**src/rtl/edge_event_ctrl.sv**
```systemverilog
module edge_event_ctrl #(
  parameter int NL = 21,
  parameter logic [NL-1:0] LINE_MASK = 'h17FFFF,
  parameter int AW = 12,
  parameter int SYNC = 2
) (
  input  logic          clk,
  input  logic          rst_n,
  input  logic [NL-1:0] lines_in,
  input  logic          reg_wr,
  input  logic [AW-1:0] reg_addr,
  input  logic [3:0]    reg_be,
  input  logic [31:0]   reg_wdata,
  output logic [31:0]   reg_rdata,
  output logic [NL-1:0] irq_o
);
  localparam logic [AW-1:0] A_RISE = AW'('h000);
  localparam logic [AW-1:0] A_FALL = AW'('h004);
  localparam logic [AW-1:0] A_RPND = AW'('h00C);
  localparam logic [AW-1:0] A_FPND = AW'('h010);
  localparam logic [AW-1:0] A_MASK = AW'('h080);

  logic [SYNC-1:0][NL-1:0] sync_q;
  logic [NL-1:0] line_s, prev_q;
  logic [NL-1:0] rise_en_q, fall_en_q, rise_pend_q, fall_pend_q, mask_q;

  logic [31:0] lane32;
  logic [NL-1:0] lane_n, wdat_n;
  assign lane32 = {{8{reg_be[3]}}, {8{reg_be[2]}}, {8{reg_be[1]}}, {8{reg_be[0]}}};
  assign lane_n = NL'(lane32) & LINE_MASK;
  assign wdat_n = NL'(reg_wdata);

  logic wr_rise, wr_fall, wr_rpnd, wr_fpnd, wr_mask;
  assign wr_rise = reg_wr && reg_addr == A_RISE;
  assign wr_fall = reg_wr && reg_addr == A_FALL;
  assign wr_rpnd = reg_wr && reg_addr == A_RPND;
  assign wr_fpnd = reg_wr && reg_addr == A_FPND;
  assign wr_mask = reg_wr && reg_addr == A_MASK;

  assign line_s = sync_q[SYNC-1];

  logic [NL-1:0] r_edge, f_edge, r_set, f_set, r_clr, f_clr;
  assign r_edge = line_s & ~prev_q;
  assign f_edge = ~line_s & prev_q;
  assign r_set  = r_edge & rise_en_q & ~(wr_rise ? lane_n : '0);
  assign f_set  = f_edge & fall_en_q & ~(wr_fall ? lane_n : '0);
  assign r_clr  = wr_rpnd ? (wdat_n & lane_n) : '0;
  assign f_clr  = wr_fpnd ? (wdat_n & lane_n) : '0;

  always_ff @(posedge clk or negedge rst_n) begin
    if (!rst_n) begin
      sync_q <= '0;
      prev_q <= '0;
    end else begin
      sync_q <= {sync_q[SYNC-2:0], lines_in};
      prev_q <= line_s;
    end
  end

  always_ff @(posedge clk or negedge rst_n) begin
    if (!rst_n) begin
      rise_en_q   <= '0;
      fall_en_q   <= '0;
      mask_q      <= '0;
      rise_pend_q <= '0;
      fall_pend_q <= '0;
    end else begin
      if (wr_rise) rise_en_q <= (rise_en_q & ~lane_n) | (wdat_n & lane_n);
      if (wr_fall) fall_en_q <= (fall_en_q & ~lane_n) | (wdat_n & lane_n);
      if (wr_mask) mask_q    <= (mask_q & ~lane_n) | (wdat_n & lane_n);
      rise_pend_q <= (rise_pend_q & ~r_clr) | r_set;
      fall_pend_q <= (fall_pend_q & ~f_clr) | f_set;
    end
  end

  always_comb begin
    reg_rdata = '0;
    unique case (reg_addr)
      A_RISE:  reg_rdata = 32'(rise_en_q);
      A_FALL:  reg_rdata = 32'(fall_en_q);
      A_RPND:  reg_rdata = 32'(rise_pend_q);
      A_FPND:  reg_rdata = 32'(fall_pend_q);
      A_MASK:  reg_rdata = 32'(mask_q);
      default: reg_rdata = '0;
    endcase
  end

  assign irq_o = (rise_pend_q | fall_pend_q) & mask_q;
endmodule


```
**config.mk**
```make
export PLATFORM = sky130hd
export DESIGN_NAME = edge_event_ctrl
export DESIGN_NICKNAME = d
export VERILOG_FILES = /design/src/rtl/edge_event_ctrl.sv
export SDC_FILE = /design/constraint.sdc
export NUM_CORES = 1
export LEC_CHECK = 0
export BUFFER_PORTS_ARGS = -buffer_cell sky130_fd_sc_hd__buf_2
export CORE_ASPECT_RATIO = 1.2
export CORE_UTILIZATION = 56
export CTS_BUF_LIST = sky130_fd_sc_hd__clkbuf_4 sky130_fd_sc_hd__clkbuf_8 sky130_fd_sc_hd__clkbuf_16
export CTS_CLUSTER_SIZE = 16
export DETAILED_ROUTE_END_ITERATION = 10
export PLACE_DENSITY = 0.8
export SYNTH_ARGS = -nofsm -noshare
export SYNTH_HDL_FRONTEND = slang
export SYNTH_SLANG_ARGS = --single-unit
```
**constraint.sdc**
```tcl
create_clock -name clk -period 2.6 [get_ports clk]
set_clock_uncertainty 0.15 [all_clocks]
set_input_delay 0 -clock clk [delete_from_list [all_inputs] [get_ports clk]]
set_output_delay 0 -clock clk [all_outputs]
set_load 0.01 [all_outputs]
```
### After elaboration in Yosys (flattened, before gate mapping)

Index checks and enable logic that the tools add are counted.

| storage, ports and cells | value |
|---|---|
| bits in registers | 168 |
| bits in latches | 0 |
| bits in writable memories | 0 |
| memory bits (read-only) | 0 |
| bits of input ports | 72 |
| output and inout bits | 53 |
| word-level logic and storage cells | 49 |
| memories kept | 0 |

| operators by class | value |
|---|---|
| add/sub/neg operators | 0 |
| multiply operators | 0 |
| div/mod/pow operators | 0 |
| magnitude comparators | 0 |
| eq/ne operators | 4 |
| shifts and indexed selects | 0 |
| mux-type cells | 5 |
| bitwise gates (word level) | 26 |
| reduce and logical (&&, ||, !) cells | 6 |

Operators with widths:

| cell | number |
|---|---|
| $and 21x21->21 | 13 |
| $not 21->21 | 7 |
| $or 21x21->21 | 6 |
| $pmux 21 s5 | 1 |
| $mux 21 | 4 |
| $eq 12x3->1 const B | 1 |
| $eq 12x4->1 const B | 1 |
| $eq 12x5->1 const B | 1 |
| $eq 12x8->1 const B | 1 |
| $logic_not 12->1 | 1 |
| $logic_and 1x1->1 | 5 |

### Depth between registers and ports, before layout

Gate-level depths: netlist of run 1.

| logic depth | value |
|---|---|
| depth in word-level cells | 6 |
| gate-level depth with buffers | 7 |
| depth with buffers taken out | 3 |

### Worst setup path before layout of run 1

Ideal clock, no wire load.

| timing | value |
|---|---|
| kind | input-to-reg |
| start | input port reg_addr[4] |
| end | register with a tool-made name |
| setup time | 125 ps |
| arrival | 1816 ps |
| data required time | 2325 ps |
| slack | 509 ps |
| stages on the path | 6 |
| buffers on the path | 3 |
| path through | buf_2 > or4b_2 > buf_4 > nor4_4 > buf_6 > mux2_2 |

RTL lines:

| element | line | text |
|---|---|---|
| start: declaration | 11 | `input logic [AW-1:0] reg_addr,` |

### Final worst setup path of run 1

| timing | value |
|---|---|
| start | input port reg_addr[1] |
| end | output port reg_rdata[18] |

| between the ends | value |
|---|---|
| cells in the longest elaborated chain, start to end | 2 |
| elaborated cells between the ends (all ways) | 6 |
| classes of those cells | eq/ne (4); mux (1); reduce/logical (1) |

RTL lines:

| element | line | text |
|---|---|---|
| $eq 12x8->1 (tied with other cells) | 78 | `unique case (reg_addr)` |
| $pmux 21 s5 * | 78 |  |
| end: declaration | 14 | `output logic [31:0] reg_rdata,` |

Mark *: on every way between the ends. The rest lies on a longest branch, timed or not.

==> qor.txt, run 1 <==
Status -> finished, final reports clean
Predominant post-synthesis flop cell -> dfrtp_1
CP startpoint kind -> primary input
HPWL after DPL -> 11500 um
H-tree depth -> 4
GP Congestion -> 0.848
Synthesized cell area -> 7340 um^2
Fmax -> 393 MHz
Die width -> 107 um
Cells after DPL -> 806
Area delta synth->final -> 23.5%
CP cell instances -> buf_2, dlygate4sd3_1, or4_4, buf_4, or2_2, o22ai_1, buf_2
Drc violations -> 0
Fin crit period -> 2.54 ns
Slowest stage cell on the critical path -> or4_4
Vias in the first global route -> 5924
Data required time at the worst endpoint -> 2.45 ns
Initial antenna violation count -> 0
Post-synthesis register bit count -> 160
WS Path Type -> primary input to output pin
Core ar. -> 12700 um^2
Worst Tran Pin Value -> 0.839 ns
Port bufs -> 97
CTS Sinks -> 160
Pre-CTS WS -> 0.244 ns
Root buffer cell -> clkbuf_16
DR vias/cell -> 6.35
Post-synthesis sequential area ratio -> 0.546
Critical path arrival -> 2.39 ns
First-pass GRT wire length -> 30300 um
DRT iter0 DRCs -> 484
Via count -> 5625
Most frequent CP cell -> buf_2
CP peak stage delay -> 0.62 ns
Netlist cell types -> 29
Most frequent cells in the layout -> dfrtp_1 (160), buf_2 (96), dlygate4sd3_1 (47)
Final number of setup-violating endpoints -> 0
Fin. Hold Viols -> 0
Avg Cell Area, Syn -> 12.8 um^2
Share of the synthesized area in the top cell type -> 0.546
Die height -> 127 um
Dominant cells by area after synthesis -> dfrtp_1 (55%), mux2_2 (6.8%), mux2i_1 (5.5%)
Die Area -> 13600 um^2
Hold Path Class -> primary input to async pin
Normalized max-slew margin -> 0.441
Register area -> 4000 um^2
Antenna cells -> 0
Post-CTS setup buffer count -> 0
Setup TNS -> 0 ns
Drt first pass iters -> 5
Commonest non-fill, non-tap cell in the layout -> dfrtp_1
Max rail drop VDD -> 505 uV
Pin count of the biggest net entering global routing -> 83
Post-route setup slack -> 0.0570 ns
P per Cell Area -> 606 nW/um^2
Antenna viol nets, final -> 0
Yosys top cell by area -> dfrtp_1
Ratio of final minimum period to clock period -> 0.978
RSZ-0062 raised after global routing -> no
Total Routing Usage GR -> 0.292
Post-Route WL -> 18400 um
Mapped Cells -> 573
YS warnings -> 0
Worst-case clock buffer depth -> 2
Lkg Pwr -> 4.05 nW
Clock buffer count from CTS -> 17
EDFF count, synth -> 0
Max-cap viol count -> 0
R2R depth -> 2
Pins over their slew limit -> 0
Crit path max fanout -> 12
Fill cells -> 904
Synth async-reset ratio -> 1.00
Crit. End Element -> output pin
Clock slew at reported path FFs -> 0.06 ns
Share of cells above drive strength 1 -> 0.317
Effective utilization at floorplan -> 0.577
TritonCTS clock tree -> yes
Global route total overflow -> 0
# rows -> 45
Num ports -> 125
Area occupied by multi-input gates -> 3050 um^2
WL/cell -> 20.8 um
Non-filler cells, final -> 886
Clk Latency, worst-skew pair -> 0.43 ns
Layout Nets -> 781
cells by family (layout without fill, tap and decap cells):
| logic type | Yosys count | after routing | synth area share |
|---|---|---|---|
| AOI/OAI and AO/OA | 140 | 140 | 0.136 |
| buffers and inverters | 64 | 201 | 0.0465 |
| DFF | 160 | 160 | 0.546 |
| muxes | 100 | 100 | 0.155 |
| other | 1 | 13 | 0.000511 |
| and+or+nand+nor | 108 | 108 | 0.116 |
path summary, 6_finish.rpt:
path                              from               to  slack [ns]
max                        reg_addr[1]    reg_rdata[18]        0.06
min                              rst_n        line_s[6]       0.002
max reg2reg                  line_s[7]   fall_pend_q[7]        1.61
min reg2reg                 sync_q[13]       line_s[13]        0.20
max in group asynchronous        rst_n        async pin        1.88
min in group clk           reg_addr[2]  fall_pend_q[17]        0.02
Yosys cell counts (2+ instances only):
library cell / instances
dfrtp_1: 160
or3_1: 2
clkbuf_1: 29
nor4_4: 7
mux2_4: 16
or4_4: 3
mux2i_1: 40
o41ai_1: 40
nand2_1: 3
buf_1: 7
nand4_1: 40
a2bb2oi_1: 7
a22o_1: 13
o21a_1: 20
buf_4: 14
buf_6: 5
mux2_2: 44
buf_2: 9
o21ai_0: 40
o22ai_1: 20
nand3b_1: 46
cell type report:
cell class | count | share of cell area
Clock buffer | 21 | 0.0523
Tap cell | 164 | 0.0226
Multi-Input combinational cell | 361 | 0.336
Sequential cell | 160 | 0.442
Timing Repair Buffer | 169 | 0.132
Clock inverter | 11 | 0.0151
power by group:
| part | internal, mW | total (mW) | leakage (nW) | switching (mW) |
|---|---|---|---|---|
| Clock | 1.59 | 2.55 | 0.306 | 0.962 |
| Combinational | 0.152 | 0.370 | 1.86 | 0.218 |
| Sequential | 2.54 | 2.57 | 1.89 | 0.0288 |
per-stage QoR:
step / instance area [um^2] / power, mW / hold WS, ns / utilization
5_1_grt: 9060 / 5.68 / 0.0274 / 0.712
2_1_floorplan: 7380 / 2.77 / -0.446 / -
3_3_place_gp: 7950 / 2.91 / -0.178 / 0.625
4_1_cts: 9060 / 5.53 / 0.000642 / 0.712
3_5_place_dp: 7950 / 2.92 / -0.173 / 0.625
6_report: 9060 / 5.49 / 0.00165 / 0.712
timing repair:
item,CTS,global route
resized for setup,0,0
endpoints found under the hold margin,280,0
setup endpoints to repair,0,0
hold buffers,48,0
critical path, delay by kind of cell:
kind	cells	cell delay (ns)
compound gates	1	0.29
simple gates	2	1.01
buf+inv	4	1.08
routing by layer:
layer / vias to the layer above / GRT usage / part of all wire
met5: - / 0 / 0
met4: 0 / 0.122 / 0.021
met3: 41 / 0.0633 / 0.062
met2: 263 / 0.498 / 0.52
met1: 2854 / 0.361 / 0.40
li1: 2467 / - / -
Power figures use the tool's default switching activity.
==> run 2, diff against run 1 <==
--- a/config.mk
+++ b/config.mk
@@ -12,6 +12,7 @@
 export CTS_CLUSTER_SIZE = 16
 export DETAILED_ROUTE_END_ITERATION = 10
 export PLACE_DENSITY = 0.8
+export REMOVE_ABC_BUFFERS = 1
 export SYNTH_ARGS = -nofsm -noshare
 export SYNTH_HDL_FRONTEND = slang
 export SYNTH_SLANG_ARGS = --single-unit
==> run 2 against run 1 <==
  * Non-clock buffer count rose by 6
  * Via count up 1.9%
  * Worst hold slack gained 0.022 ns
  * Sequential power barely moved
  * Register-to-register slack worse by 0.03 ns
  * First-iteration DRC count down 21%
  * Clock-buffer cell count unchanged
  * Combinational power increased by 4%
  * Largest cell class unchanged
  * Critical path depth down 1
  * Final area is 0.15% higher
  * Largest power group unchanged
  * Sequential cell count stayed put
==> qor.txt, run 2 (synthesized netlist as in run 1, its figures left out) <==
DP Area -> 8010 um^2
Hold Path End -> rise_pend_q[8]
Post-Route WL -> 18700 um
Pins over their slew limit -> 0
DRT iter0 DRCs -> 381
Layout Nets -> 787
Drc violations -> 0
Die width -> 107 um
H-tree depth -> 4
CTS Sinks -> 160
Share of cells above drive strength 1 -> 0.325
Pin count of the biggest net entering global routing -> 64
Antenna viol nets, final -> 0
Worst-case clock buffer depth -> 2
Worst R2R End -> fall_pend_q[8]
Status -> finished, final reports clean
Max-cap viol count -> 0
GP Congestion -> 0.843
CP startpoint kind -> primary input
Die height -> 127 um
Core ar. -> 12700 um^2
Clock slew at reported path FFs -> 0.06 ns
R2R depth -> 2
Clock buffer count from CTS -> 17
Antenna cells -> 0
Design Power -> 5.40 mW
Data required time at the worst endpoint -> 2.45 ns
Worst Tran Pin Value -> 0.668 ns
Fin. Hold Viols -> 0
Crit path max fanout -> 22
Hold Path Origin -> reg_addr[10]
DR vias/cell -> 6.44
HPWL after DPL -> 11600 um
Final core utilization -> 0.713
Via count -> 5734
First-pass GRT wire length -> 30400 um
R2r setup slk -> 1.58 ns
Total Routing Usage GR -> 0.294
Root buffer cell -> clkbuf_16
Commonest non-fill, non-tap cell in the layout -> dfrtp_1
Global route total overflow -> 0
WS Path Type -> primary input to output pin
Ratio of final minimum period to clock period -> 0.889
Die Area -> 13600 um^2
Lkg Pwr -> 4.05 nW
Port bufs -> 97
Fin crit period -> 2.31 ns
Most frequent cells in the layout -> dfrtp_1 (160), buf_2 (96), nand3b_1 (46), dlygate4sd3_1 (46), mux2_2 (44)
Fmax -> 433 MHz
Critical path arrival -> 2.16 ns
CTS resizes -> 0
P per Cell Area -> 595 nW/um^2
Critical R2R Launch -> line_s[8]
Crit. End Element -> output pin
WHS Path Cells -> 5
Max rail drop VDD -> 456 uV
Effective utilization at floorplan -> 0.577
Fin Hold WS -> 0.0237 ns
Num ports -> 125
Vias in the first global route -> 5986
Final number of setup-violating endpoints -> 0
Clk Latency, worst-skew pair -> 0.44 ns
Initial antenna violation count -> 0
Setup TNS -> 0 ns
Area delta synth->final -> 23.6%
Drt first pass iters -> 5
RSZ-0062 raised after global routing -> no
WL/cell -> 21.0 um
Hold Path Class -> primary input to flip-flop
Normalized max-slew margin -> 0.554
TritonCTS clock tree -> yes
Final instance area -> 9070 um^2
# rows -> 45
## run 2: timing repair
item	in CTS	in global routing
setup buffers	0	0
endpoints found under the hold margin	280	0
hold buffers	47	0
## run 2: worst max path at each step
stage                startpoint           end  slack, ns  cells after the start
global placement    reg_addr[9]     flip-flop       0.26                      5
global route        reg_addr[9]  reg_rdata[2]       0.23                      6
CTS                 reg_addr[9]  reg_rdata[9]       0.30                      6
floorplan           reg_addr[9]     flip-flop      -0.05                      3
detailed placement  reg_addr[9]     flip-flop       0.23                      5
finish              reg_addr[9]  reg_rdata[2]       0.29                      6
## run 2: area by class of cell
type | count | area, um^2
Clock buffer | 21 | 462
Timing Repair Buffer | 175 | 1240
Clock inverter | 10 | 114
Fill cell | 870 | 3650
Sequential cell | 160 | 4000
Multi-Input combinational cell | 361 | 3050
Tap cell | 164 | 205
## run 2: through the flow
step	std cells	setup slack (ns)
floorplan	521	-0.0489
global placement	813	0.264
detailed placement	813	0.230
CTS	891	0.301
global route	891	0.233
finish	891	0.288
## run 2: critical path, cell delays in order
cell and delay [ns]:
buf_2 0.09, or4_2 0.74, buf_4 0.29, or3_1 0.58, o22ai_1 0.27, buf_2 0.18
## run 2: where the power goes
group          switching (mW)  internal, mW  leakage [nW]
clock network           0.989          1.46         0.275
registers              0.0272          2.54          1.89
logic                   0.225         0.158          1.89
## run 2: routing by layer
layer | track usage | vias up | part of all wire
met5 | 0 | - | 0
met4 | 0.140 | 0 | 0.027
met1 | 0.365 | 2911 | 0.40
met2 | 0.483 | 281 | 0.51
li1 | - | 2493 | -
met3 | 0.0745 | 49 | 0.070
==> run 3, diff against run 2 <==
--- a/config.mk
+++ b/config.mk
@@ -13,6 +13,7 @@
 export DETAILED_ROUTE_END_ITERATION = 10
 export PLACE_DENSITY = 0.8
 export REMOVE_ABC_BUFFERS = 1
+export SETUP_SLACK_MARGIN = 0.3
 export SYNTH_ARGS = -nofsm -noshare
 export SYNTH_HDL_FRONTEND = slang
 export SYNTH_SLANG_ARGS = --single-unit
==> run 3 against run 2 <==
  * Setup slack better by 0.14 ns
  * Clock-buffer cell count unchanged
  * Final area barely moved
  * Clock power about the same
  * Non-clock buffer count is the same
  * Power about the same
  * Fmax rose by 6.4%
  * Combinational power is essentially flat
  * Global-route usage unchanged
  * First-iteration DRC count is 2.9% lower
  * Critical endpoint unchanged
==> qor.txt, run 3 (synthesized netlist as in run 1, its figures left out) <==
Status -> finished, final reports clean
WS Path Type -> primary input to output pin
Commonest non-fill, non-tap cell in the layout -> dfrtp_1
Clock buffer count from CTS -> 17
TritonCTS clock tree -> yes
Die width -> 107 um
Lkg Pwr -> 4.06 nW
Ratio of final minimum period to clock period -> 0.835
Global route total overflow -> 0
Fin. Hold Viols -> 0
Antenna cells -> 0
Sw Ratio -> 0.230
Worst-case clock buffer depth -> 2
Hold Path Origin -> reg_addr[10]
Total Routing Usage GR -> 0.294
RSZ-0062 raised after global routing -> no
Flop pwr share -> 0.476
HPWL after DPL -> 11600 um
Register area -> 4000 um^2
Root buffer cell -> clkbuf_16
WL/cell -> 21.0 um
Clk pwr share -> 0.453
Worst Tran Pin Value -> 0.660 ns
Most frequent cells in the layout -> dfrtp_1 (160), buf_2 (96), nand3b_1 (46), dlygate4sd3_1 (46), mux2_2 (44)
Max-cap viol count -> 0
Post-CTS setup buffer count -> 0
Vias in the first global route -> 5986
Effective utilization at floorplan -> 0.577
Fin Hold WS -> 0.0243 ns
DP Area -> 8010 um^2
Fmax -> 460 MHz
Die Area -> 13600 um^2
Critical path origin -> reg_addr[9]
Final number of setup-violating endpoints -> 0
Switching power of the nets -> 1.24 mW
# rows -> 45
DRT iter0 DRCs -> 370
Crit path max fanout -> 22
Fill cells -> 870
Pin count of the biggest net entering global routing -> 64
Clk Latency, worst-skew pair -> 0.44 ns
Via count -> 5732
Data required time at the worst endpoint -> 2.45 ns
Fin crit period -> 2.17 ns
DR vias/cell -> 6.43
Core ar. -> 12700 um^2
Drc violations -> 0
Clock slew at reported path FFs -> 0.06 ns
Layout Nets -> 787
Share of cells above drive strength 1 -> 0.326
Crit. End Element -> output pin
Critical R2R Launch -> line_s[8]
Num ports -> 125
P per Cell Area -> 595 nW/um^2
GP Congestion -> 0.843
First-pass GRT wire length -> 30400 um
Hold Path Class -> primary input to flip-flop
Normalized max-slew margin -> 0.560
Port bufs -> 97
CP startpoint kind -> primary input
Max rail drop VDD -> 456 uV
Pins over their slew limit -> 0
Antenna viol nets, final -> 0
Critical path arrival -> 2.02 ns
CTS Sinks -> 160
Final instance area -> 9080 um^2
Logic pwr share -> 0.071
Pint -> 4.16 mW
Drt first pass iters -> 5
H-tree depth -> 4
Die height -> 127 um
Initial antenna violation count -> 0
Area occupied by multi-input gates -> 3060 um^2
Area delta synth->final -> 23.7%
Post-Route WL -> 18700 um
run 3: final cells by class:
cell class / count / share of cell area
flip-flops and latches: 160 / 0.441
multi-input cells: 361 / 0.337
repair buffers: 175 / 0.136
clock buffers: 21 / 0.0508
well taps: 164 / 0.0226
clock inverters: 10 / 0.0125
run 3: stage by stage:
step,total power [mW],setup TNS (ns),util,worst slack (ns),instances
finish,5.40,0,0.714,0.428,891
CTS,5.42,0,0.713,0.301,891
floorplan,2.71,-2.10,-,-0.0489,521
detailed placement,2.93,0,0.630,0.230,813
global placement,2.91,0,0.630,0.264,813
global route,5.57,0,0.714,0.357,891
run 3: what timing repair did:
action,CTS,global route
resized for setup,0,1
endpoints found under the setup margin,0,1
hold buffers,47,0
endpoints found under the hold margin,280,0
run 3: routing by layer:
metal,up-vias,wire [um],GRT usage,share of wire
li1,2487,-,-,-
met3,46,1190,0.0745,0.064
met4,0,469,0.140,0.025
met2,273,9430,0.483,0.50
met1,2926,7640,0.365,0.41
met5,-,0,0,0
run 3: worst max-delay path, stage by stage:
cell,delay [ns]
buf_2,0.09
or4_2,0.73
buf_4,0.29
or3_4,0.49
o22ai_1,0.22
buf_2,0.18
run 3: worst paths after layout:
check | to | slack (ns) | cells past startpoint
max | reg_rdata[2] | 0.43 | 6
min | rise_pend_q[8] | 0.02 | 5
max reg2reg | fall_pend_q[8] | 1.58 | 2
min reg2reg | line_s[13] | 0.19 | 0
max in group asynchronous | async pin | 1.43 | 4
min in group asynchronous | sync_q[0] | 0.53 | 4
run 3: power by group through the flow:
stage	combinational, mW	sequential [mW]	clock [mW]
floorplan	0.107	2.60	0
global placement	0.304	2.61	0
detailed placement	0.317	2.61	0
CTS	0.378	2.57	2.47
global route	0.412	2.57	2.59
finish	0.383	2.57	2.45
